--- config.mk ---
export PLATFORM = sky130hd
export DESIGN_NAME = dma_dbuf_seq
export DESIGN_NICKNAME = d
export VERILOG_FILES = /design/src/rtl/dma_dbuf_pkg.sv /design/src/rtl/dma_dbuf_ctrl.sv /design/src/rtl/dma_dbuf_dpath.sv /design/src/rtl/dma_dbuf_seq.sv
export SDC_FILE = /design/constraint.sdc
export NUM_CORES = 1
export LEC_CHECK = 0
export BUFFER_PORTS_ARGS = -buffer_cell sky130_fd_sc_hd__buf_2
export CORE_ASPECT_RATIO = 0.6
export CORE_MARGIN = 2
export CORE_UTILIZATION = 35
export DETAILED_ROUTE_END_ITERATION = 10
export GPL_TIMING_DRIVEN = 0
export PLACE_DENSITY = 0.59
export SLEW_MARGIN = 20
export SYNTH_ARGS = -nofsm -noshare
export SYNTH_HDL_FRONTEND = slang
export SYNTH_SLANG_ARGS = --single-unit
--- constraint.sdc ---
create_clock -name clk -period 5.6 [get_ports clk]
set_input_delay 0 -clock clk [delete_from_list [all_inputs] [get_ports clk]]
set_output_delay 0 -clock clk [all_outputs]
set_load 0.01 [all_outputs]
--- src/rtl/dma_dbuf_pkg.sv ---
`timescale 1ns/1ps
package dma_dbuf_pkg;

  localparam logic [2:0] SEL_CONFIG  = 3'd0;
  localparam logic [2:0] SEL_COUNT   = 3'd1;
  localparam logic [2:0] SEL_PADDR   = 3'd2;
  localparam logic [2:0] SEL_MBASE0  = 3'd3;
  localparam logic [2:0] SEL_MBASE1  = 3'd4;
  localparam logic [2:0] SEL_FLAGCLR = 3'd5;

  typedef struct packed {
    logic       circ;
    logic       dbl;
    logic       memInc;
    logic       perInc;
    logic [1:0] memSize;
    logic [1:0] perSize;
    logic [1:0] memBurst;
    logic [1:0] perBurst;
  } cfg_t;

  // strobes from control to datapath
  typedef struct packed {
    logic load;     // stream start: reload count, clear offsets
    logic step;     // one item accepted
    logic endXfer;  // this item finishes the transfer
    logic reload;   // wrap around at end of transfer
    logic swap;     // toggle target at end of transfer
  } strobe_t;

  function automatic cfg_t cfgDecode(logic [13:0] w);
    cfg_t c;
    c.circ     = w[1];
    c.dbl      = w[2];
    c.memInc   = w[4];
    c.perInc   = w[5];
    c.memSize  = w[7:6];
    c.perSize  = w[9:8];
    c.memBurst = w[11:10];
    c.perBurst = w[13:12];
    return c;
  endfunction

  function automatic logic [2:0] sizeBytes(logic [1:0] e);
    case (e)
      2'd0:    return 3'd1;
      2'd1:    return 3'd2;
      default: return 3'd4;
    endcase
  endfunction

  function automatic logic [4:0] burstBeats(logic [1:0] e);
    case (e)
      2'd1:    return 5'd4;
      2'd2:    return 5'd8;
      2'd3:    return 5'd16;
      default: return 5'd1;
    endcase
  endfunction

  // count legality: units are powers of two, so multiples are a low-bit test
  function automatic logic cfgLegal(cfg_t c, logic [6:0] nLow, logic nZero);
    logic [8:0] memUnit;
    logic [8:0] perUnit;
    logic [8:0] nExt;
    logic       ok;
    nExt    = {2'b00, nLow};
    memUnit = ({4'd0, burstBeats(c.memBurst)} << c.memSize) >> c.perSize;
    perUnit = {4'd0, burstBeats(c.perBurst)} << c.perSize;
    ok = !nZero && (c.memSize != 2'd3) && (c.perSize != 2'd3);
    if (c.circ || c.dbl) begin
      if (c.memBurst != 2'd0 && (nExt & (memUnit - 9'd1)) != 9'd0) ok = 1'b0;
      if (c.perBurst != 2'd0 && (nExt & (perUnit - 9'd1)) != 9'd0) ok = 1'b0;
    end
    return ok;
  endfunction

endpackage

--- src/rtl/dma_dbuf_ctrl.sv ---
`timescale 1ns/1ps
module dma_dbuf_ctrl
  import dma_dbuf_pkg::*;
#(
  parameter int CNT_W = 16
) (
  input  logic             clk,
  input  logic             rstN,
  input  logic             wrEn,
  input  logic [2:0]       wrSel,
  input  logic [13:0]      wrBits,
  input  logic             itemReq,
  input  logic             modeCirc,
  input  logic             modeDbl,
  input  logic             curTarget,
  input  logic [CNT_W-1:0] itemsLeft,
  input  logic [6:0]       progLow,
  input  logic             progZero,
  output strobe_t          stb,
  output logic             streamOn,
  output logic             itemDone,
  output logic             tcFlag,
  output logic             errFlag,
  output logic             cfgErrFlag
);

  localparam logic [CNT_W-1:0] CNT_ONE = CNT_W'(1);

  logic onQ, tcQ, errQ, cfgErrQ;
  logic cfgWr, startReq, stopReq, legalNow, badWr, clrWr, cfgErrSet;
  cfg_t newCfg;

  always_comb begin
    newCfg   = cfgDecode(wrBits);
    cfgWr    = wrEn && (wrSel == SEL_CONFIG);
    startReq = cfgWr && !onQ && wrBits[0];
    stopReq  = cfgWr && onQ && !wrBits[0];
    legalNow = cfgLegal(newCfg, progLow, progZero);
    badWr    = onQ && wrEn &&
               (((wrSel == SEL_MBASE0) && !curTarget) ||
                ((wrSel == SEL_MBASE1) &&  curTarget));
    clrWr    = wrEn && (wrSel == SEL_FLAGCLR);
    cfgErrSet = startReq && !legalNow;

    stb.load    = startReq && legalNow;
    stb.step    = onQ && itemReq;
    stb.endXfer = onQ && itemReq && (itemsLeft == CNT_ONE);
    stb.reload  = modeCirc || modeDbl;
    stb.swap    = modeDbl;
  end

  always_ff @(posedge clk or negedge rstN) begin
    if (!rstN) begin
      onQ     <= 1'b0;
      tcQ     <= 1'b0;
      errQ    <= 1'b0;
      cfgErrQ <= 1'b0;
    end else begin
      if (stb.load)
        onQ <= 1'b1;
      else if (badWr || stopReq || (stb.endXfer && !stb.reload))
        onQ <= 1'b0;

      if (stb.endXfer)               tcQ <= 1'b1;
      else if (clrWr && wrBits[0])   tcQ <= 1'b0;

      if (badWr)                     errQ <= 1'b1;
      else if (clrWr && wrBits[1])   errQ <= 1'b0;

      if (cfgErrSet)                 cfgErrQ <= 1'b1;
      else if (clrWr && wrBits[2])   cfgErrQ <= 1'b0;
    end
  end

  assign streamOn   = onQ;
  assign itemDone   = stb.step;
  assign tcFlag     = tcQ;
  assign errFlag    = errQ;
  assign cfgErrFlag = cfgErrQ;

endmodule

--- src/rtl/dma_dbuf_dpath.sv ---
`timescale 1ns/1ps
module dma_dbuf_dpath
  import dma_dbuf_pkg::*;
#(
  parameter int ADDR_W = 32,
  parameter int CNT_W  = 16
) (
  input  logic              clk,
  input  logic              rstN,
  input  logic              wrEn,
  input  logic [2:0]        wrSel,
  input  logic [ADDR_W-1:0] wrData,
  input  logic              streamOn,
  input  strobe_t           stb,
  output logic              modeCirc,
  output logic              modeDbl,
  output logic              curTarget,
  output logic [CNT_W-1:0]  itemsLeft,
  output logic [6:0]        progLow,
  output logic              progZero,
  output logic [ADDR_W-1:0] memAddr,
  output logic [ADDR_W-1:0] perAddr
);

  localparam logic [CNT_W-1:0] CNT_ONE = CNT_W'(1);

  cfg_t              cfgQ;
  logic              ctQ;
  logic [CNT_W-1:0]  progQ, cntQ;
  logic [ADDR_W-1:0] perBase, mBase0, mBase1, memOff, perOff;
  logic [ADDR_W-1:0] memStep, perStep;
  logic              base0Ok, base1Ok;

  always_comb begin
    memStep = cfgQ.memInc ? {{(ADDR_W-3){1'b0}}, sizeBytes(cfgQ.memSize)} : '0;
    perStep = cfgQ.perInc ? {{(ADDR_W-3){1'b0}}, sizeBytes(cfgQ.perSize)} : '0;
    // a running stream may only retarget the idle base
    base0Ok = wrEn && (wrSel == SEL_MBASE0) && (!streamOn ||  ctQ);
    base1Ok = wrEn && (wrSel == SEL_MBASE1) && (!streamOn || !ctQ);
  end

  always_ff @(posedge clk or negedge rstN) begin
    if (!rstN) begin
      cfgQ    <= '0;
      ctQ     <= 1'b0;
      progQ   <= '0;
      cntQ    <= '0;
      perBase <= '0;
      mBase0  <= '0;
      mBase1  <= '0;
      memOff  <= '0;
      perOff  <= '0;
    end else begin
      if (wrEn && !streamOn) begin
        case (wrSel)
          SEL_CONFIG: begin
            cfgQ <= cfgDecode(wrData[13:0]);
            ctQ  <= wrData[3];
          end
          SEL_COUNT: begin
            progQ <= wrData[CNT_W-1:0];
            cntQ  <= wrData[CNT_W-1:0];
          end
          SEL_PADDR: perBase <= wrData;
          default: ;
        endcase
      end
      if (base0Ok) mBase0 <= wrData;
      if (base1Ok) mBase1 <= wrData;

      if (stb.load) begin
        cntQ   <= progQ;
        memOff <= '0;
        perOff <= '0;
      end else if (stb.step) begin
        if (stb.endXfer && stb.reload) begin
          cntQ   <= progQ;
          memOff <= '0;
          perOff <= '0;
          if (stb.swap) ctQ <= ~ctQ;
        end else begin
          cntQ   <= cntQ - CNT_ONE;
          memOff <= memOff + memStep;
          perOff <= perOff + perStep;
        end
      end
    end
  end

  assign modeCirc  = cfgQ.circ;
  assign modeDbl   = cfgQ.dbl;
  assign curTarget = ctQ;
  assign itemsLeft = cntQ;
  assign progLow   = progQ[6:0];
  assign progZero  = (progQ == '0);
  assign memAddr   = (ctQ ? mBase1 : mBase0) + memOff;
  assign perAddr   = perBase + perOff;

endmodule

--- src/rtl/dma_dbuf_seq.sv ---
`timescale 1ns/1ps
module dma_dbuf_seq
  import dma_dbuf_pkg::*;
#(
  parameter int ADDR_W = 32,
  parameter int CNT_W  = 16
) (
  input  logic              clk,
  input  logic              rstN,
  input  logic              wrEn,
  input  logic [2:0]        wrSel,
  input  logic [ADDR_W-1:0] wrData,
  input  logic              itemReq,
  output logic              itemDone,
  output logic [ADDR_W-1:0] memAddr,
  output logic [ADDR_W-1:0] perAddr,
  output logic [CNT_W-1:0]  itemsLeft,
  output logic              curTarget,
  output logic              streamOn,
  output logic              tcFlag,
  output logic              errFlag,
  output logic              cfgErrFlag
);

  strobe_t    stb;
  logic       modeCirc, modeDbl, progZero;
  logic [6:0] progLow;

  dma_dbuf_ctrl #(.CNT_W(CNT_W)) ctrl (
    .clk(clk), .rstN(rstN), .wrEn(wrEn), .wrSel(wrSel), .wrBits(wrData[13:0]),
    .itemReq(itemReq), .modeCirc(modeCirc), .modeDbl(modeDbl),
    .curTarget(curTarget), .itemsLeft(itemsLeft), .progLow(progLow),
    .progZero(progZero), .stb(stb), .streamOn(streamOn), .itemDone(itemDone),
    .tcFlag(tcFlag), .errFlag(errFlag), .cfgErrFlag(cfgErrFlag)
  );

  dma_dbuf_dpath #(.ADDR_W(ADDR_W), .CNT_W(CNT_W)) dpath (
    .clk(clk), .rstN(rstN), .wrEn(wrEn), .wrSel(wrSel), .wrData(wrData),
    .streamOn(streamOn), .stb(stb), .modeCirc(modeCirc), .modeDbl(modeDbl),
    .curTarget(curTarget), .itemsLeft(itemsLeft), .progLow(progLow),
    .progZero(progZero), .memAddr(memAddr), .perAddr(perAddr)
  );

endmodule

**Word-level counts from Yosys, hierarchy flattened**

Cells that the tools add are included.

- Bits in registers: 205
- Output and inout bits: 86
- Word-level logic and storage cells: 142

- Add/sub/neg operators: 7
- Equality and inequality tests: 16
- Shift-type cells: 3
- Multiplexer cells: 35
- Bitwise logic cells: 3
- Reductions and logical operators: 60

Operators by type and width:

| cell | count |
|---|---|
| 32-bit two-way mux | 7 |
| 32-bit adder | 4 |
| 16-bit two-way mux | 5 |
| 5-bit one-hot mux with 3 select lines | 2 |
| 1-bit logical AND | 28 |
| 7-bit by 9-bit bitwise AND with 9-bit output | 2 |
| 9-bit nonzero test | 2 |
| 5-bit by 2-bit left shift with 9-bit output | 2 |
| 9-bit by 1-bit subtractor with 9-bit output (second input constant) | 2 |
| 1-bit two-way mux | 17 |
| 16-bit by 1-bit equality test with 1-bit output (second input constant) | 1 |
| 16-bit logical NOT | 1 |
| 16-bit by 1-bit subtractor with 16-bit output (second input constant) | 1 |
| 2-bit nonzero test | 7 |
| 3-bit one-hot mux with 2 select lines | 2 |
| 9-bit by 2-bit >> shifter with 9-bit output | 1 |
| 2-bit by 1-bit equality test with 1-bit output (second input constant) | 4 |
| 2-bit equality test (second input constant) | 4 |
| 2-bit AND reduction | 4 |
| 1-bit logical OR | 7 |
| 3-bit by 2-bit equality test with 1-bit output (second input constant) | 2 |
| 3-bit equality test (second input constant) | 2 |
| 1-bit logical NOT | 6 |
| 3-bit two-way mux | 2 |
| other kinds (6) | 9 |

**Longest topological paths before layout**

Gate-level depths: netlist of run 1.

- Word-level depth: 14
- Depth in mapped cells: 16
- Depth with buffers taken out: 13

**Cells and area by module**

A second synthesis of run 1 with hierarchy kept.

- Cell total of the unflattened synthesis: 1,560
- Area, all modules: 14,132.3 µm²

Modules (own cells, without submodules):

| module | instances | cells an instance | area each (µm²) | sequential area each (µm²) |
|---|---|---|---|---|
| dma_dbuf_dpath | 1 | 1,388 | 12,978.7 | 5,029.8 |
| dma_dbuf_ctrl | 1 | 172 | 1,153.6 | 100.1 |

**Least setup slack after synthesis of run 1**

OpenSTA, ideal clock, no wires.

- Kind: reg2out
- Start: register dpath.ctQ (netlist: dpath.curTarget)
- End: output port memAddr[31]
- Data arrival time: 3,443 ps
- Required time: 5,600 ps
- Slack: 2,157 ps
- Stages on the path, launching flop included: 14
- Buffers on the path: 2
- Path through: dfrtp_1 -> clkbuf_1 -> buf_1 -> mux2_2 -> ha_1 -> a21o_1 -> a221o_1 -> a21oi_1 -> o21ai_0 -> a21oi_1 -> a211o_1 -> nand2_1 -> o31ai_1 -> xnor2_1

- Longest elaborated chain between the ends: 2

RTL lines:

| element | line | source |
|---|---|---|
| start: declaration | dma_dbuf_dpath.sv:28 | `logic ctQ;` |
| start signal: assignment | dma_dbuf_dpath.sv:58 | `ctQ <= wrData[3];` |
| start signal: assignment | dma_dbuf_dpath.sv:80 | `if (stb.swap) ctQ <= ~ctQ;` |
| 32-bit two-way mux | dma_dbuf_dpath.sv:96 | `assign memAddr = (ctQ ? mBase1 : mBase0) + memOff;` |
| 32-bit adder | dma_dbuf_dpath.sv:96 |  |
| end: declaration | dma_dbuf_seq.sv:15 | `output logic [ADDR_W-1:0] memAddr,` |

Every way passes these cells.

**Final worst setup path of run 1**

- Start: register dpath.ctQ (netlist: dpath.curTarget)
- End: output port memAddr[19]

The elaborated chain is that of the path after synthesis.

==> summary.txt, run 1 <==
Status
  • Status: finished clean

Finish
  • Commonest non-fill, non-tap cell in the layout: dfrtp_1
  • Most frequent cells in the layout: 205 x dfrtp_1, 159 x nand2_1, 153 x o21ai_0, 124 x buf_2, 122 x mux2_2
  • Antenna cell count: 0
  • Fin cells: 2196
  • Final core utilization: a little over two fifths
  • Layout overhead on the synthesized area: 18.2%
  • Share of layout cells above drive strength 1: 18.3%
  • # nets final: 1782

Route
  • WL/cell: 19.8 um
  • Met2 wire len: around 18000 um
  • Via count: between 10k and 15k
  • Met3 wire length: about 3400 um
  • DR vias/cell: roughly 5.6
  • DR pass1 iterations: 5
  • Post-route ant nets: 0
  • Wl on met1: 21800 um
  • Uppermost layer routed: met4
  • DRT iter0 DRCs: 1212
  • Final wirelength: 43500 um
  • Residual DRC: 0

Synthesis
  • Sequential area share after synthesis: 37.8%
  • Synthesized instance count: 1488
  • Post-synth EDFFs: 0
  • Yosys warning total: 0
  • FF+latch count, synth: 205
  • Syn Area/Cell: 9.11 um2
  • Post-synth cell types: 77
  • Cell Area, Synth: 13600 um2
  • Top_reg_cell synth: dfrtp_1
  • FFs w/ async S/R, synth: between 90% and 100%
  • Mapped Nets: 1603

CTS
  • CTS root buffer: clkbuf_16
  • CTS H-tree lvls: 1
  • Clk buf depth: 3
  • Post-CTS setup buffers: 0
  • TritonCTS buffer count: 23
  • Clk pin slew, worst setup/hold paths: approximately 0.06 ns
  • Worst-Skew Late Latency: 0.53 ns
  • TritonCTS Sinks: between 200 and 250
  • CTS tree: done

Placement
  • Setup WS pre-CTS: roughly 0.95 ns
  • Post-DP HPWL: around 33000 um
  • Inst Count DP: 2124
  • Number of port buffers: 120
  • Gpl congestion: 0.928

Critical path
  • Startpoint Class: flip-flop
  • Critical path type: flip-flop to output pin
  • R2r worst-path depth: 9
  • Crit path depth: 14
  • Crit end category: output pin
  • CP Buf/Inv Count: 3
  • Delay-heaviest family, CP: compound AO/OA/AOI/OAI gates
  • CP Data Required Time: 5.60 ns
  • Worst EP arrival: 5.12 ns
  • CP max-delay cell: buf_1
  • Crit-path cells: clkbuf_1 -> buf_1 -> mux2_2 -> ha_1 -> o21ai_0 -> o21ai_0 -> nand3_1 -> a21oi_1 -> and2_1 -> o21ai_0 -> a21boi_0 -> o21ai_0 -> a222oi_1 -> buf_2
  • Most used cell, CP: o21ai_0
  • Crit path max fanout: 10
  • Critical Path Max Stage Delay: 0.60 ns

Global routing
  • GRT overflow: 0
  • Global-route wire length before repair: 68600 um
  • Initial antenna violation count: 2
  • Gr usage total: 21.5%
  • Largest net degree at the start of global routing: 88
  • Vias in the first global route: 11.7k

Floorplanning
  • Die Ht: 156 um
  • # rows: 55
  • Width of the die: 258 um
  • IO Pins: 125
  • Initial Util: around 36%
  • DIE AREA: 40400 um2
  • Core area: 37900 um2

Timing
  • Setup TNS: 0 ns
  • RSZ-0062 raised after global routing: false
  • Max-slew violations: 0
  • Clock Skew: 0.0223 ns
  • Fin crit share: 91.5%
  • Setup WS post-layout: 0.478 ns
  • Final hold vios: 0
  • Final number of setup-violating endpoints: 0
  • Rel. slew slack: 28.9%
  • Max Clk Rate: 195 MHz
  • Worst-margin pin slew: roughly 1.1 ns
  • Min cycle time layout: 5.12 ns

Pwr
  • Reg power frac: a little over a third
  • Sw Pwr: 2080 uW
  • Power share of the clock group: 28.8%
  • Switching share of power: 36.1%
  • PwrDens: 360 nW/um2
  • Leakage power: 0.00720 uW
  • Max VDD drop: 0.000199 V
  • Combinational Power Share: 36.0%
  • Cell internal pwr: roughly 3700 uW

Hold path
  • Hold Crit Class: input port to async pin

Job
  • Max Cap Viol: 0
-- worst min-delay path, stage by stage --
cell and delay (ns):
dlygate4sd3_1 0.57, buf_8 0.13, buf_12 0.22
-- routing by layer --
layer,GRT usage (%),vias up
met5,0,-
met4,4.18,0
met3,4.07,47
met2,29.8,476
met1,34.2,6032
li1,-,5799
-- cells in the mapped netlist, drive strengths merged, types with 9 or more instances --
| cell type | count | share of area, % |
|---|---|---|
| a221o | 16 | 1.2 |
| a21oi | 81 | 3.0 |
| xor2 | 11 | 0.71 |
| xnor2 | 62 | 4.0 |
| o31ai | 11 | 0.61 |
| nor4 | 18 | 0.83 |
| inv | 42 | 1.2 |
| nand2 | 159 | 4.4 |
| ha | 72 | 6.6 |
| o21a | 10 | 0.55 |
| o21ai | 174 | 6.5 |
| dfrtp | 205 | 38 |
| nand2b | 13 | 0.60 |
| mux2 | 122 | 10 |
| a31oi | 28 | 1.3 |
| or3 | 10 | 0.46 |
| clkbuf | 53 | 1.5 |
| nand4 | 19 | 0.88 |
| nor2b | 21 | 1.0 |
| buf | 15 | 0.57 |
| nand3 | 44 | 1.6 |
| o211ai | 10 | 0.66 |
| and2 | 13 | 0.60 |
| a21o | 25 | 1.4 |
| and3 | 21 | 0.97 |
| o21bai | 9 | 0.50 |
| nor3 | 30 | 1.1 |
| a211oi | 9 | 0.50 |
| nor2 | 95 | 2.6 |
-- power groups by stage --
| stage | registers, uW | logic, uW | clock network (uW) |
|---|---|---|---|
| after floorplan | 1990 | 1310 | 0 |
| after global placement | 2030 | 2000 | 0 |
| after detailed placement | 2040 | 2040 | 0 |
| after CTS | 2020 | 2070 | 1690 |
| after global routing | 2060 | 2280 | 1750 |
| final | 2030 | 2080 | 1660 |
-- state kept, by name, summed over array words and instances, names as in the netlist --
register / count
dpath.mBase1: 32
dpath.modeDbl: 1
ctrl.streamOn: 1
dpath.itemsLeft: 16
ctrl.tcFlag: 1
ctrl.errFlag: 1
dpath.perBase: 32
dpath.progQ: 16
dpath.curTarget: 1
dpath.modeCirc: 1
dpath.memOff: 32
dpath.mBase0: 32
ctrl.cfgErrFlag: 1
dpath.cfgQ: 6
dpath.perOff: 32
-- what timing repair did --
item	in CTS	in global routing
hold endpoints to repair	215	0
hold buffers	31	0
gates resized for setup	0	1
endpoints found under the setup margin	0	1
-- stage by stage --
step                hold WS (ns)  total power, uW  area (um2)
floorplan                 -0.296             3300       13600
global placement           0.268             4030       14800
detailed placement        -0.101             4080       14900
CTS                       0.0436             5780       16000
global route              0.0621             6090       16000
finish                    0.0429             5760       16000
-- cells by family (layout without fill, tap and decap cells) --
kind of cell	after synthesis	in the layout	synth area share, %
fa+ha+maj	76	76	7.24
buf+inv	110	305	3.20
compound gates	426	426	19.6
flops	205	205	37.8
mux	128	128	10.6
simple gates	470	470	16.8
xor+xnor	73	73	4.72
-- final timing paths --
check                              startpoint                to  slack, ns
setup reg to reg           dpath.itemsLeft[4]   dpath.perOff[2]       1.14
min in group clk                     wrSel[0]   ctrl.cfgErrFlag       0.08
hold reg to reg               dpath.mBase1[6]   dpath.mBase1[6]       0.49
max in group asynchronous                rstN  dpath.memOff[27]       4.74
hold / removal                           rstN    dpath.progQ[6]       0.04
setup / recovery              dpath.curTarget       memAddr[19]       0.48
-- layout make-up --
cell class	count	area, um2
Buffer	68	278
Tap cell	513	642
Timing Repair Buffer	154	993
Sequential cell	205	5130
Clock buffer	33	673
Clock inverter	8	148
Inverter	42	158
Fill cell	3699	21900
Multi-Input combinational cell	1173	8010
Power figures use the tool's default switching activity.
==> inputs of run 2 (changes only) <==
--- a/config.mk
+++ b/config.mk
@@ -5,13 +5,13 @@
 export SDC_FILE = /design/constraint.sdc
 export NUM_CORES = 1
 export LEC_CHECK = 0
-export BUFFER_PORTS_ARGS = -buffer_cell sky130_fd_sc_hd__buf_2
 export CORE_ASPECT_RATIO = 0.6
 export CORE_MARGIN = 2
 export CORE_UTILIZATION = 35
 export DETAILED_ROUTE_END_ITERATION = 10
+export DONT_BUFFER_PORTS = 1
 export GPL_TIMING_DRIVEN = 0
-export PLACE_DENSITY = 0.59
+export PLACE_DENSITY = 0.56
 export SLEW_MARGIN = 20
 export SYNTH_ARGS = -nofsm -noshare
 export SYNTH_HDL_FRONTEND = slang
==> run 2 against run 1 <==
Combinational power decreased by 13%. Worst hold slack got worse by 0.012 ns. Sequential power increased by 2%. First-iteration DRC count decreased by 10%. Clock-buffer cell count decreased by 3. Largest cell class unchanged. Largest power group is now sequential cells.
==> summary.txt, run 2 (synthesis gave the netlist of run 1 again) <==
Placement
  • Number of port buffers: 0
  • Inst Count DP: 2002
  • Post-DP HPWL: 32500 um
  • Gpl congestion: 0.893

Job
  • Max Cap Viol: 0

Route
  • DR pass1 iterations: 6
  • WL/cell: 21.3 um
  • DR vias/cell: 5.77
  • Residual DRC: 0
  • Post-route ant nets: 0
  • Final wirelength: 44200 um
  • DRT iter0 DRCs: ~1.1k
  • Via count: roughly 12k

Pwr
  • Leakage power: 0.00666 uW
  • Reg power frac: 38.4%
  • Total power: 5390 uW
  • Cell internal pwr: 3380 uW
  • Power share of the clock group: 28.0%
  • Combinational Power Share: 33.6%
  • Switching share of power: 37.3%
  • PwrDens: 351 nW/um2
  • Max VDD drop: roughly 0.00021 V
  • Sw Pwr: 2010 uW

CTS
  • Post-CTS Hold Buffers: 36
  • CTS tree: done
  • TritonCTS buffer count: 23
  • CTS H-tree lvls: 1
  • CTS root buffer: clkbuf_16
  • TritonCTS Sinks: 205
  • Clk pin slew, worst setup/hold paths: 0.06 ns
  • Clk buf depth: 3
  • Post-CTS setup buffers: 0
  • PostCTS Resize Cnt: 0
  • Worst-Skew Late Latency: 0.53 ns

Finish
  • Share of layout cells above drive strength 1: 11.7%
  • # nets final: roughly 1.7k
  • Fin cells: roughly 2.1k
  • Layout overhead on the synthesized area: 13.2%
  • Antenna cell count: 0
  • Commonest non-fill, non-tap cell in the layout: dfrtp_1
  • Most frequent cells in the layout: 205 x dfrtp_1, 159 x nand2_1, 153 x o21ai_0, 122 x mux2_2, 94 x nor2_1
  • Fillcell total: 3632

Timing
  • Setup TNS: 0 ns
  • Max Clk Rate: 196 MHz
  • Max-slew violations: 0
  • Min cycle time layout: 5.11 ns
  • RSZ-0062 raised after global routing: false
  • Final hold vios: 0
  • Final number of setup-violating endpoints: 0
  • Fin crit share: 91.2%
  • Rel. slew slack: 28.8%
  • Clock Skew: 0.0224 ns
  • Worst-margin pin slew: roughly 1.1 ns

Critical path
  • Worst EP arrival: 5.11 ns
  • Reg-to-reg setup timing slack: 1.07 ns
  • CP Data Required Time: 5.60 ns
  • R2r worst-path depth: 10
  • Startpoint Class: flip-flop
  • Critical path type: flip-flop to output pin
  • Crit path max fanout: 10
  • Crit end category: output pin

Floorplanning
  • DIE AREA: approximately 40000 um2
  • Initial Util: 35.8%
  • Width of the die: 258 um
  • Die Ht: between 150 and 200 um
  • IO Pins: 125
  • Core area: approximately 38000 um2
  • # rows: 55

Global routing
  • Largest net degree at the start of global routing: 206
  • Gr usage total: 21.7%
  • Vias in the first global route: 11.2k
  • Global-route wire length before repair: 68200 um
  • Initial antenna violation count: 3
  • GRT overflow: 0

Hold path
  • Hold Crit Class: input port to flip-flop
  • Hold Path Cell Cnt: 4

Status
  • Status: finished clean
==> run 2: cell count changes in the layout (fill, tap and decap cells not counted) <==
cell,previous run,this run
clkbuf_2,1,0
clkinvlp_4,0,1
dlygate4sd3_1,30,35
buf_1,7,8
buf_8,1,0
clkbuf_8,6,3
buf_12,1,0
bufinv_16,4,2
buf_2,124,6
buf_4,1,0
clkinv_2,2,4
clkinv_4,1,0
==> run 2: critical path, cell delays in order (launching register included) <==
cell and delay (ns):
dfrtp_1 0.44, clkbuf_1 0.53, buf_1 0.61, mux2i_1 0.40, inv_1 0.08, ha_1 0.30, a211oi_1 0.11, o21ai_0 0.31
nand3_1 0.15, a21oi_1 0.50, and2_1 0.23, o21ai_0 0.09, a21boi_0 0.19, o21ai_0 0.09, a222oi_1 0.53
==> run 2: path summary, 6_finish.rpt <==
path	from	to
worst max-delay path	dpath.curTarget	memAddr[19]
worst min-delay path	wrEn	dpath.cfgQ[5]
worst max register to register	ctrl.streamOn	dpath.perOff[2]
worst min register to register	dpath.mBase1[8]	dpath.mBase1[8]
max in group asynchronous	rstN	dpath.mBase1[16]
min in group asynchronous	rstN	dpath.itemsLeft[12]
==> run 2: through the flow <==
step           utilization [%]  setup WS, ns  area, um2  hold WS, ns
3_3_place_gp              37.4          1.06      14200       -0.286
6_report                  40.5         0.493      15300       0.0305
5_1_grt                   40.5       0.00500      15300       0.0730
3_5_place_dp              37.5          1.01      14200       -0.285
4_1_cts                   40.4         0.424      15300       0.0122
2_1_floorplan                -          2.16      13600       -0.296
==> run 2: final cells by class <==
cell class / instances / area, um2 / area share (%)
Buffer: 68 / 277 / 1.80
Clock buffer: 30 / 632 / 4.12
Clock inverter: 8 / 96.3 / 0.628
Inverter: 42 / 158 / 1.03
Multi-Input combinational cell: 1173 / 8010 / 52.2
Sequential cell: 205 / 5130 / 33.4
Tap cell: 513 / 642 / 4.18
Timing Repair Buffer: 38 / 410 / 2.67
==> run 2: layer usage <==
metal	part of all wire [%]	track usage (%)
met2	40	29.5
met5	0.066	0
met3	8.0	5.78
met4	1.8	4.49
met1	50	33.6
==> run 2: power by group through the flow <==
stage	combinational, uW	sequential [uW]	clock (uW)
2_1_floorplan	1310	1990	0
3_3_place_gp	1690	2080	0
3_5_place_dp	1720	2090	0
4_1_cts	1800	2070	1540
5_1_grt	2000	2110	1590
6_report	1810	2070	1510
